$ cat src/rtl/ifb_pkg.sv
package ifb_pkg;

    localparam int NBUF      = 2;
    localparam int LINE_W    = 128;
    localparam int HW_W      = 16;
    localparam int HW_PER_LN = LINE_W / HW_W;
    localparam int HWI_W     = $clog2(HW_PER_LN);

    typedef logic [LINE_W-1:0] line_t;
    typedef logic [HW_W-1:0]   hword_t;
    typedef logic [HWI_W-1:0]  hw_idx_t;
    typedef logic              bsel_t;

    typedef enum logic [1:0] {
        FS_IDLE,
        FS_HIT,
        FS_WAIT,
        FS_DEMAND
    } fetch_state_e;

    typedef struct packed {
        logic  go;
        bsel_t sel;
    } fill_req_t;

    function automatic hword_t hw_pick(line_t ln, hw_idx_t i);
        return ln[i*HW_W +: HW_W];
    endfunction

endpackage

$ cat src/rtl/ifb_linestore.sv
module ifb_linestore
    import ifb_pkg::*;
#(
    parameter int LIDX_W = 8,
    parameter int NQ     = 4
) (
    input  logic              clk,
    input  logic              rst,
    input  logic              wr_en,
    input  bsel_t             wr_sel,
    input  logic [LIDX_W-1:0] wr_line,
    input  line_t             wr_data,
    input  logic [LIDX_W-1:0] q_line [NQ],
    output logic [NQ-1:0]     q_hit,
    output logic [NQ-1:0]     q_sel,
    output line_t             rd_line [NBUF]
);

    logic              vld [NBUF];
    logic [LIDX_W-1:0] tag [NBUF];

    for (genvar b = 0; b < NBUF; b++) begin : g_buf
        logic              v_q;
        logic [LIDX_W-1:0] t_q;
        line_t             d_q;

        always_ff @(posedge clk) begin
            if (rst) begin
                v_q <= 1'b0;
            end else if (wr_en && wr_sel == bsel_t'(b)) begin
                v_q <= 1'b1;
            end
        end

        always_ff @(posedge clk) begin
            if (wr_en && wr_sel == bsel_t'(b)) begin
                t_q <= wr_line;
                d_q <= wr_data;
            end
        end

        assign vld[b]     = v_q;
        assign tag[b]     = t_q;
        assign rd_line[b] = d_q;
    end

    for (genvar q = 0; q < NQ; q++) begin : g_query
        logic h;
        logic s;
        always_comb begin
            h = 1'b0;
            s = 1'b0;
            for (int b = 0; b < NBUF; b++) begin
                if (vld[b] && tag[b] == q_line[q]) begin
                    h = 1'b1;
                    s = bsel_t'(b);
                end
            end
        end
        assign q_hit[q] = h;
        assign q_sel[q] = s;
    end

endmodule

$ cat src/rtl/ifb_flash_seq.sv
module ifb_flash_seq
    import ifb_pkg::*;
#(
    parameter int LIDX_W   = 8,
    parameter int WAIT_CYC = 3
) (
    input  logic              clk,
    input  logic              rst,
    input  fill_req_t         start,
    input  logic [LIDX_W-1:0] start_line,
    output logic              busy,
    output logic [LIDX_W-1:0] line,
    output bsel_t             sel,
    output logic              done
);

    localparam int CW = $clog2(WAIT_CYC + 2);

    logic [CW-1:0] cnt;

    always_ff @(posedge clk) begin
        if (rst) begin
            busy <= 1'b0;
            cnt  <= '0;
            line <= '0;
            sel  <= 1'b0;
        end else if (start.go) begin
            busy <= 1'b1;
            cnt  <= CW'(WAIT_CYC);
            line <= start_line;
            sel  <= start.sel;
        end else if (busy) begin
            if (cnt == '0) begin
                busy <= 1'b0;
            end else begin
                cnt <= cnt - 1'b1;
            end
        end
    end

    assign done = busy && (cnt == '0);

endmodule

$ cat src/rtl/flash_fetch_buf.sv
module flash_fetch_buf
    import ifb_pkg::*;
#(
    parameter int AW       = 12,
    parameter int WAIT_CYC = 3
) (
    input  logic            clk,
    input  logic            rst,
    input  logic            pf_en,
    input  logic            req,
    input  logic [AW-1:0]   addr,
    input  logic            wide,
    output logic [31:0]     rdata,
    output logic            ready,
    output logic            fl_en,
    output logic [AW-5:0]   fl_addr,
    input  logic [127:0]    fl_data
);

    localparam int LIDX_W = AW - 4;
    localparam int NQ     = 4;
    localparam int Q_LO   = 0;
    localparam int Q_HI   = 1;
    localparam int Q_CUR  = 2;
    localparam int Q_NXT  = 3;

    typedef logic [LIDX_W-1:0] lidx_t;

    // fetch decode
    lidx_t   lo_line, hi_line, fetched_line, miss_line;
    hw_idx_t hw_i;
    logic    straddle;

    assign lo_line  = addr[AW-1:4];
    assign hi_line  = lo_line + 1'b1;
    assign hw_i     = addr[3:1];
    assign straddle = wide && (hw_i == hw_idx_t'(HW_PER_LN - 1));

    // line store
    lidx_t        q_line [NQ];
    logic [NQ-1:0] q_hit, q_sel;
    line_t        buf_data [NBUF];

    // read sequencer
    fill_req_t start;
    lidx_t     start_line;
    logic      seq_busy, seq_done;
    lidx_t     seq_line;
    bsel_t     seq_sel;

    // tracking state
    lidx_t cur_line, nxt_cur, loop_base, nxt_base;
    logic  cur_v, nxt_cur_v, hold, nxt_hold;
    bsel_t lru;

    fetch_state_e fst;
    logic         have_all, miss;
    bsel_t        dem_sel, pf_sel, fetched_sel;
    logic         pf_go;

    assign q_line[Q_LO]  = lo_line;
    assign q_line[Q_HI]  = hi_line;
    assign q_line[Q_CUR] = nxt_cur;
    assign q_line[Q_NXT] = nxt_cur + 1'b1;

    ifb_linestore #(.LIDX_W(LIDX_W), .NQ(NQ)) store_i (
        .clk     (clk),
        .rst     (rst),
        .wr_en   (seq_done),
        .wr_sel  (seq_sel),
        .wr_line (seq_line),
        .wr_data (fl_data),
        .q_line  (q_line),
        .q_hit   (q_hit),
        .q_sel   (q_sel),
        .rd_line (buf_data)
    );

    ifb_flash_seq #(.LIDX_W(LIDX_W), .WAIT_CYC(WAIT_CYC)) seq_i (
        .clk        (clk),
        .rst        (rst),
        .start      (start),
        .start_line (start_line),
        .busy       (seq_busy),
        .line       (seq_line),
        .sel        (seq_sel),
        .done       (seq_done)
    );

    // hit and miss classification
    assign have_all  = q_hit[Q_LO] && (!straddle || q_hit[Q_HI]);
    assign miss_line = q_hit[Q_LO] ? hi_line : lo_line;

    always_comb begin
        if (!req) begin
            fst = FS_IDLE;
        end else if (have_all) begin
            fst = FS_HIT;
        end else if (seq_busy && seq_line == miss_line) begin
            fst = FS_WAIT;
        end else begin
            fst = FS_DEMAND;
        end
    end

    assign ready = (fst == FS_HIT);
    assign miss  = (fst == FS_WAIT) || (fst == FS_DEMAND);

    // data steering
    line_t  lo_data, hi_data;
    hword_t h0, h1;

    assign lo_data = buf_data[q_sel[Q_LO]];
    assign hi_data = buf_data[q_sel[Q_HI]];
    assign h0      = hw_pick(lo_data, hw_i);
    assign h1      = (hw_i == hw_idx_t'(HW_PER_LN - 1)) ? hw_pick(hi_data, '0)
                                                       : hw_pick(lo_data, hw_i + 1'b1);
    assign rdata   = !ready ? 32'h0 : (wide ? {h1, h0} : {16'h0, h0});

    // victim selection: never evict a line the pending fetch still needs
    always_comb begin
        if (q_hit[Q_LO]) begin
            dem_sel = ~q_sel[Q_LO];
        end else if (straddle && q_hit[Q_HI]) begin
            dem_sel = ~q_sel[Q_HI];
        end else begin
            dem_sel = lru;
        end
    end

    assign fetched_line = straddle ? hi_line : lo_line;
    assign fetched_sel  = straddle ? q_sel[Q_HI] : q_sel[Q_LO];
    assign nxt_cur      = ready ? fetched_line : cur_line;
    assign nxt_cur_v    = ready || cur_v;
    assign pf_sel       = q_hit[Q_CUR] ? ~q_sel[Q_CUR] : lru;

    // two-line loop detection
    always_comb begin
        nxt_hold = hold;
        nxt_base = loop_base;
        if (ready) begin
            if (cur_v && fetched_line == cur_line - 1'b1) begin
                nxt_hold = 1'b1;
                nxt_base = fetched_line;
            end else if (!(fetched_line == loop_base || fetched_line == loop_base + 1'b1)) begin
                nxt_hold = 1'b0;
            end
        end
    end

    assign pf_go = pf_en && nxt_cur_v && !nxt_hold && !seq_busy && !miss && !q_hit[Q_NXT];

    always_comb begin
        start = '{go: 1'b0, sel: 1'b0};
        start_line = nxt_cur + 1'b1;
        if (fst == FS_DEMAND) begin
            start = '{go: 1'b1, sel: dem_sel};
            start_line = miss_line;
        end else if (pf_go) begin
            start = '{go: 1'b1, sel: pf_sel};
        end
    end

    always_ff @(posedge clk) begin
        if (rst) begin
            cur_line  <= '0;
            cur_v     <= 1'b0;
            hold      <= 1'b0;
            loop_base <= '0;
            lru       <= 1'b0;
        end else begin
            cur_line  <= nxt_cur;
            cur_v     <= nxt_cur_v;
            hold      <= nxt_hold;
            loop_base <= nxt_base;
            if (ready) begin
                lru <= ~fetched_sel;
            end
        end
    end

    assign fl_en   = seq_busy;
    assign fl_addr = seq_line;

    logic unused_ok;
    assign unused_ok = ^{addr[0], q_sel[Q_NXT]};

endmodule

$ cat config.mk
export PLATFORM = sky130hd
export DESIGN_NAME = flash_fetch_buf
export DESIGN_NICKNAME = d
export VERILOG_FILES = /design/src/rtl/ifb_pkg.sv /design/src/rtl/ifb_linestore.sv /design/src/rtl/ifb_flash_seq.sv /design/src/rtl/flash_fetch_buf.sv
export SDC_FILE = /design/constraint.sdc
export NUM_CORES = 1
export LEC_CHECK = 0
export CAP_MARGIN = 20
export CELL_PAD_IN_SITES_DETAIL_PLACEMENT = 0
export CELL_PAD_IN_SITES_GLOBAL_PLACEMENT = 1
export CORE_ASPECT_RATIO = 1.2
export CORE_MARGIN = 2
export CORE_UTILIZATION = 47
export CTS_CLUSTER_SIZE = 40
export DETAILED_ROUTE_END_ITERATION = 10
export PLACE_DENSITY_LB_ADDON = 0.12
export SLEW_MARGIN = 20
export SYNTH_ARGS = -nofsm -noshare
export SYNTH_HDL_FRONTEND = slang
export SYNTH_SLANG_ARGS = --single-unit
export TNS_END_PERCENT = 10
$ cat constraint.sdc
create_clock -name clk -period 9.4 [get_ports clk]
set_input_delay 1.88 -clock clk [delete_from_list [all_inputs] [get_ports clk]]
set_output_delay 1.88 -clock clk [all_outputs]
set_load 0.01 [all_outputs]
==> metrics.md, run 1 <==
| Metric | Value |
|---|---|
| # fillers | `~2,700` |
| Share of layout cells above drive strength 1 | `0.1262` |
| Vias | `9,947` |
| RSZ-0062 raised after global routing | `false` |
| Distinct cells, synth | `77` |
| Async set-reset flop share out of synthesis | `0` |
| GRT Overall Usage | `0.2351` |
| CTS tree | `yes` |
| Total negative slack | `0 ns` |
| Crit start category | `input port` |
| Final Skew | `0.01256 ns` |
| Area Growth Syn to Fin | `20.92%` |
| Avg Cell Area, Syn | `14.47 sq um` |
| Initial Utilization | `0.4766` |
| # resized after CTS | `0` |
| Vias per std cell | `around 5.7` |
| Final Wtd Congestion | `a little over 0.9` |
| Peak supply drop | `0.1790 mV` |
| H-tree depth | `2` |
| Cts bufs inserted | `34` |
| Number of flops mapped to enable cells by yosys | `272` |
| Most frequent CP cell | `clkdlybuf4s50_1` |
| Post-CTS setup buffers | `0` |
| Antenna violations before repair | `4` |
| Post-route antenna net violation count | `0` |
| Static Leakage | `a little over 6 nW` |
| Critical path, cell by cell | `clkdlybuf4s50_1 -> buf_4 -> xor2_1 -> nor4b_1 -> nand3_1 -> a21boi_0 -> o21ai_4 -> inv_1 -> nand2_1 -> a211oi_1 -> clkdlybuf4s50_1` |
| Reg clk slew, reported paths | `about 0.050 ns` |
| Post-synthesis cell area | `15,800 sq um` |
| Status | `finished, final reports clean` |
| Core area | `around 33,000 sq um` |
| Family with the most delay on the worst path | `buffers and inverters` |
| Syn nets | `1,245` |
| Chip height | `approximately 200 um` |
| Post-Route WL | `around 40,000 um` |
| Max-slew violation count | `0` |
| Pwr Density | `roughly 160 nW/um^2` |
| Worst-path fanout max | `16` |
| Clock Sinks | `306` |
| DRC Markers | `0` |
| Worst-Skew Late Latency | `0.51 ns` |
| Largest net degree at the start of global routing | `76` |
| Critical path buffers and inverters | `4` |
| First DRT Iteration DRCs | `726` |
| Crit Path Class | `input port to output pin` |
| Vias in the first global route | `approximately 10,000` |
| Synth Flop Type | `edfxtp_1` |
| Port bufs | `approximately 190` |
| Post-cts hold buffer count | `0` |
| Die Wd | `between 150 and 200 um` |
| Final HPWL DP | `~28,000 um` |
| HP Class | `flop to flop` |
| Die area | `35,110 sq um` |
| Critical Path RT | `roughly 7.5 ns` |
| Worst-Margin Slew | `1.052 ns` |
| Setup violations, final | `0` |
| CP max-delay cell | `a211oi_1` |
| Min Tclk post-route | `8.469 ns` |
| CTS root buffer | `clkbuf_16` |
| Final Hold Fails | `0` |
| Post-synthesis sequential area ratio | `0.5600` |
| Synth Register Bits | `a little over 300` |
| Clock Path Buffers | `3` |
| Final net count | `between 1,000 and 1,500` |
| Synth warn | `0` |
| Max Cap Viol | `0` |
| Peak Freq | `about 0.12 GHz` |
| Worst path max stage delay | `0.71 ns` |
| Final Power | `~3.1 mW` |
| ANT cells | `0` |
| Post-Syn Instances | `approximately 1,100` |
| First-pass GRT wire length | `about 60,000 um` |
| Post-route setup slack | `0.9308 ns` |
| # IOs | `187` |
| TritonRoute pass-1 iters | `5` |
| GR Overflow Total | `0` |
| Crit. End Element | `output pin` |
| Fin crit share | `0.9010` |
| # rows | `73` |
| Average wire per standard cell | `23.50 um` |
| Dpl ws | `~1.1 ns` |
| Hold slack final | `~0.48 ns` |
| Crit path DAT | `6.59 ns` |
| Worst rel slew slack | `0.2986` |
==> routing by layer <==
| metal | part of all wire | routed length (um) | GRT usage | up-vias |
|---|---|---|---|---|
| met1 | 0.38 | 15530 | 0.2752 | 4946 |
| met5 | 0.00093 | 38 | 0 | - |
| li1 | - | - | - | 4619 |
| met4 | 0.044 | 1778 | 0.1032 | 6 |
| met2 | 0.52 | 21090 | 0.4142 | 283 |
| met3 | 0.057 | 2313 | 0.05081 | 93 |
==> worst min-delay path, delay by kind of cell (launching register included) <==
family | cells | cell delay [ns]
flops | 1 | 0.31
buf+inv | 1 | 0.07
compound gates | 1 | 0.06
==> metrics by stage <==
| step | util | instance area, sq um | instances |
|---|---|---|---|
| 2_1_floorplan | - | 15800 | 1092 |
| 3_3_place_gp | 0.5453 | 18080 | 1675 |
| 3_5_place_dp | 0.5453 | 18080 | 1675 |
| 4_1_cts | 0.5763 | 19110 | 1734 |
| 5_1_grt | 0.5763 | 19110 | 1734 |
| 6_report | 0.5763 | 19110 | 1734 |
==> worst paths after layout <==
check                                              from   endpoint  slack [ns]  cells past startpoint
worst max-delay path                            addr[7]  rdata[16]        0.93                     11
worst min-delay path                              cur_v      cur_v        0.48                      2
worst max register to register  store_i.g_buf[1].t_q[3]  seq_i.sel        3.74                     18
worst min register to register                    cur_v      cur_v        0.48                      2
==> sequential cells by signal (all words and copies together) (netlist names), 2 cells and up <==
name	count
cur_line	8
loop_base	8
seq_i.cnt	3
seq_i.line	8
store_i.g_buf.d_q	256
store_i.g_buf.t_q	16
store_i.g_buf.v_q	2
==> power breakdown <==
group / internal (mW) / total [mW] / switching, mW
Clock: 0.717 / 1.24 / 0.520
Combinational: 0.163 / 0.324 / 0.160
Sequential: 1.52 / 1.53 / 0.0151
==> cell usage in the layout, fill, tap and decap left out, drive strengths merged, types with 8 or more instances in the layout <==
master	n
xnor2	61
a21oi	17
xnor3	13
o21ai	10
nor2	59
mux2i	177
inv	23
nand2	23
a211oi	43
buf	28
clkdlybuf4s50	181
edfxtp	272
nor3	15
dfxtp	34
nor2b	17
ha	8
nand3	27
clkinv	10
a31oi	15
xor2	32
clkbuf	43
nand4	12
mux4	64
==> cell usage after synthesis, drive strengths merged (4+ instances only) <==
cell type | number | area (sq um)
and3 | 7 | 48.80
nor4 | 7 | 50.05
ha | 8 | 100.1
a21oi | 17 | 100.1
nor2 | 59 | 221.5
nor2b | 17 | 106.4
buf | 32 | 176.4
inv | 21 | 78.82
edfxtp | 272 | 8168
a31oi | 15 | 93.84
dfxtp | 34 | 680.7
mux4 | 64 | 1441
a211oi | 43 | 322.8
clkbuf | 44 | 165.2
nand4 | 12 | 75.07
nor3 | 15 | 75.07
mux2i | 177 | 1788
and4 | 7 | 61.31
nand2 | 23 | 86.33
nand3 | 27 | 147.6
xor2 | 32 | 295.3
o21ai | 10 | 53.80
a21boi | 7 | 52.55
o31ai | 4 | 30.03
xnor3 | 13 | 292.8
a2111oi | 5 | 62.56
xnor2 | 61 | 534.3
or4 | 4 | 30.03
and2 | 4 | 25.02
==> layout make-up <==
class | count | area, sq um | share of cell area
repair buffers | 209 | 2024 | 0.1060
well taps | 450 | 563.0 | 0.02947
clock inverters | 16 | 110.1 | 0.005763
multi-input cells | 689 | 6566 | 0.3437
clock buffers | 43 | 915.9 | 0.04793
flip-flops and latches | 306 | 8848 | 0.4631
inverters | 21 | 78.83 | 0.004125
==> cells by family (layout without fill, tap and decap cells) <==
family / after synthesis / after routing / share of synthesized area
AOI/OAI and AO/OA: 128 / 128 / 0.06026
xor gates and xnor gates: 106 / 106 / 0.07103
adders and majority gates: 8 / 8 / 0.006335
buffers and inverters: 97 / 289 / 0.02661
DFF: 306 / 306 / 0.5600
muxes: 244 / 244 / 0.2065
and+or+nand+nor: 203 / 203 / 0.06929
Note: power is estimated with default switching activity, not from simulation.
==> inputs of run 2 (changes only) <==
Settings changed: MAX_ROUTING_LAYER from default to met4, SLEW_MARGIN 20 to default.
==> run 2 against run 1 <==
Against the previous run: clock-buffer cell count is 5 lower; register-to-register slack worse by 0.17 ns; largest power group unchanged; routed wire length is 1.2% higher; worst hold slack worse by 0.0037 ns; combinational power hardly changed.
==> metrics.md, run 2 (synthesized netlist as in run 1, its figures left out) <==
| Metric | Value |
|---|---|
| Final Skew | `0.007573 ns (was 0.01256 ns)` |
| First-pass GRT wire length | `60,810 um (was 60,400 um)` |
| RSZ-0062 raised after global routing | `false (unchanged)` |
| Post-Layout Inst Area | `19,150 sq um (was 19,110 sq um)` |
| Min Tclk post-route | `8.354 ns (was 8.469 ns)` |
| GRT Overall Usage | `0.2434 (was 0.2351)` |
| Max-slew violation count | `0 (unchanged)` |
| Vias in the first global route | `10,114 (was 10,226)` |
| TritonRoute pass-1 iters | `5 (unchanged)` |
| Share of layout cells above drive strength 1 | `0.1269 (was 0.1262)` |
| Average wire per standard cell | `23.70 um (was 23.50 um)` |
| Port bufs | `185 (unchanged)` |
| Setup violations, final | `0 (unchanged)` |
| Vias per std cell | `5.729 (was 5.736)` |
| # rows | `73 (unchanged)` |
| Largest regs | `store_i.g_buf.d_q x256, store_i.g_buf.t_q x16 (unchanged)` |
| Static Leakage | `6.087 nW (was 6.073 nW)` |
| Status | `finished, final reports clean (unchanged)` |
| Fin crit share | `0.8887 (was 0.9010)` |
| Antenna violations before repair | `4 (unchanged)` |
| Worst-Skew Late Latency | `0.57 ns (was 0.51 ns)` |
| Post-route antenna net violation count | `0 (unchanged)` |
| Clock Sinks | `306 (unchanged)` |
| Largest net degree at the start of global routing | `71 (was 76)` |
| Final core occ | `0.5776 (was 0.5763)` |
| Commonest cells after routing, fill and taps aside | `edfxtp_1 (272), clkdlybuf4s50_1 (182), mux2i_1 (175), mux4_2 (64), xnor2_1 (61) (was edfxtp_1 (272), clkdlybuf4s50_1 (181), mux2i_1 (175), mux4_2 (64), xnor2_1 (61))` |
| Reg clk slew, reported paths | `0.06 ns (was 0.05 ns)` |
| Post-Route WL | `41,220 um (was 40,750 um)` |
| Clock Path Buffers | `3 (unchanged)` |
| First DRT Iteration DRCs | `666 (was 726)` |
| Worst rel slew slack | `0.3266 (was 0.2986)` |
| Met1 Use GR | `0.2827 (was 0.2752)` |
| Cts bufs inserted | `31 (was 34)` |
| Final Wtd Congestion | `0.9077 (was 0.9207)` |
| Met2 usage | `0.4238 (was 0.4142)` |
| Gr busiest metal | `met2 (unchanged)` |
| Final Hold Fails | `0 (unchanged)` |
| Peak Freq | `0.1197 GHz (was 0.1181 GHz)` |
| Largest Register | `store_i.g_buf.d_q (unchanged)` |
| Crit Path Class | `input port to output pin (unchanged)` |
| CTS tree | `yes (unchanged)` |
| Chip height | `204.9 um (unchanged)` |
| Critical Path RT | `7.52 ns (about the same)` |
| Dpl cell area | `18,130 sq um (was 18,080 sq um)` |
| Total negative slack | `0 ns (unchanged)` |
| Initial Utilization | `0.4766 (unchanged)` |
| Core area | `33,160 sq um (unchanged)` |
| GR Overflow Total | `0 (unchanged)` |
| Final net count | `1,412 (was 1,414)` |
| # IOs | `187 (unchanged)` |
| Post-cts hold buffer count | `0 (unchanged)` |
| Pwr Density | `161.6 nW/um^2 (was 161.9 nW/um^2)` |
| Most common cell after layout, fill and taps aside | `edfxtp_1 (unchanged)` |
| Crit. End Element | `output pin (unchanged)` |
| Post-CTS setup buffers | `0 (unchanged)` |
| Max Cap Viol | `0 (unchanged)` |
| DRC Markers | `0 (unchanged)` |
| Worst-Margin Slew | `1.010 ns (was 1.052 ns)` |
| Met3 usage | `0.04463 (was 0.05081)` |
| Final HPWL DP | `28,860 um (was 28,470 um)` |
| Area Growth Syn to Fin | `21.21% (was 20.92%)` |
| Crit start category | `input port (unchanged)` |
| Crit path DAT | `6.47 ns (was 6.59 ns)` |
| HP Class | `flop to flop (unchanged)` |
| CTS root buffer | `clkbuf_16 (unchanged)` |
| Peak supply drop | `0.2209 mV (was 0.1790 mV)` |
| Vias | `9,962 (was 9,947)` |
| Die Wd | `171.4 um (unchanged)` |
| # resized after CTS | `0 (unchanged)` |
| H-tree depth | `1 (was 2)` |
| Worst-path fanout max | `16 (unchanged)` |
| Die area | `35,110 sq um (unchanged)` |
| Largest register FFs | `256 (unchanged)` |
run 2: metal layers:
| metal | part of all wire | vias to the layer above |
|---|---|---|
| met3 | 0.058 | 68 |
| met5 | 0 | - |
| li1 | - | 4630 |
| met1 | 0.38 | 4972 |
| met2 | 0.52 | 292 |
| met4 | 0.034 | 0 |
run 2: area by class of cell:
cell class / count / area, sq um
Fill cell: 2711 / 14000
Sequential cell: 306 / 8848
Multi-Input combinational cell: 689 / 6566
Timing Repair Buffer: 210 / 2074
Clock buffer: 38 / 802.0
Tap cell: 450 / 563.0
Clock inverter: 20 / 206.4
Inverter: 21 / 78.83
Antenna cell: 5 / 12.51
run 2: path summary, 6_finish.rpt:
| kind | startpoint | endpoint | slack, ns | cells after the start |
|---|---|---|---|---|
| hold reg to reg | cur_v | cur_v | 0.47 | 2 |
| hold / removal | cur_v | cur_v | 0.47 | 2 |
| setup reg to reg | store_i.g_buf[1].t_q[6] | seq_i.sel | 3.57 | 19 |
| setup / recovery | addr[6] | rdata[16] | 1.05 | 10 |
run 2: worst max-delay path: stages:
cell	delay, ns
clkdlybuf4s50_1	0.80
nand3_1	0.40
nor3_1	0.16
a2111oi_0	0.83
a31o_2	0.32
o21ai_4	0.07
inv_1	0.13
nand2_1	0.53
a211oi_1	0.69
clkdlybuf4s50_1	0.65
run 2: stage by stage:
| stage | hold slack, ns | worst slack, ns | power (mW) | instances |
|---|---|---|---|---|
| floorplan | 0.4413 | 2.323 | 1.751 | 1092 |
| global placement | 0.4683 | 1.185 | 1.886 | 1676 |
| detailed placement | 0.4649 | 1.198 | 1.892 | 1676 |
| CTS | 0.4746 | 1.202 | 3.122 | 1734 |
| global route | 0.5233 | 0.9165 | 3.201 | 1738 |
| finish | 0.4745 | 1.046 | 3.096 | 1739 |
run 2: report_power, final:
| part | total (mW) | internal, mW | switching (mW) |
|---|---|---|---|
| combinational | 0.327 | 0.165 | 0.162 |
| clock | 1.24 | 0.716 | 0.521 |
| sequential | 1.53 | 1.52 | 0.0152 |
| total | 3.10 | 2.40 | 0.698 |
==> inputs of run 3 (changes only) <==
Settings changed: ABC_CLOCK_PERIOD_IN_PS from default to 9400.
==> results of run 3 <==
Final layout, timing and power as in run 2 (identical DEF).
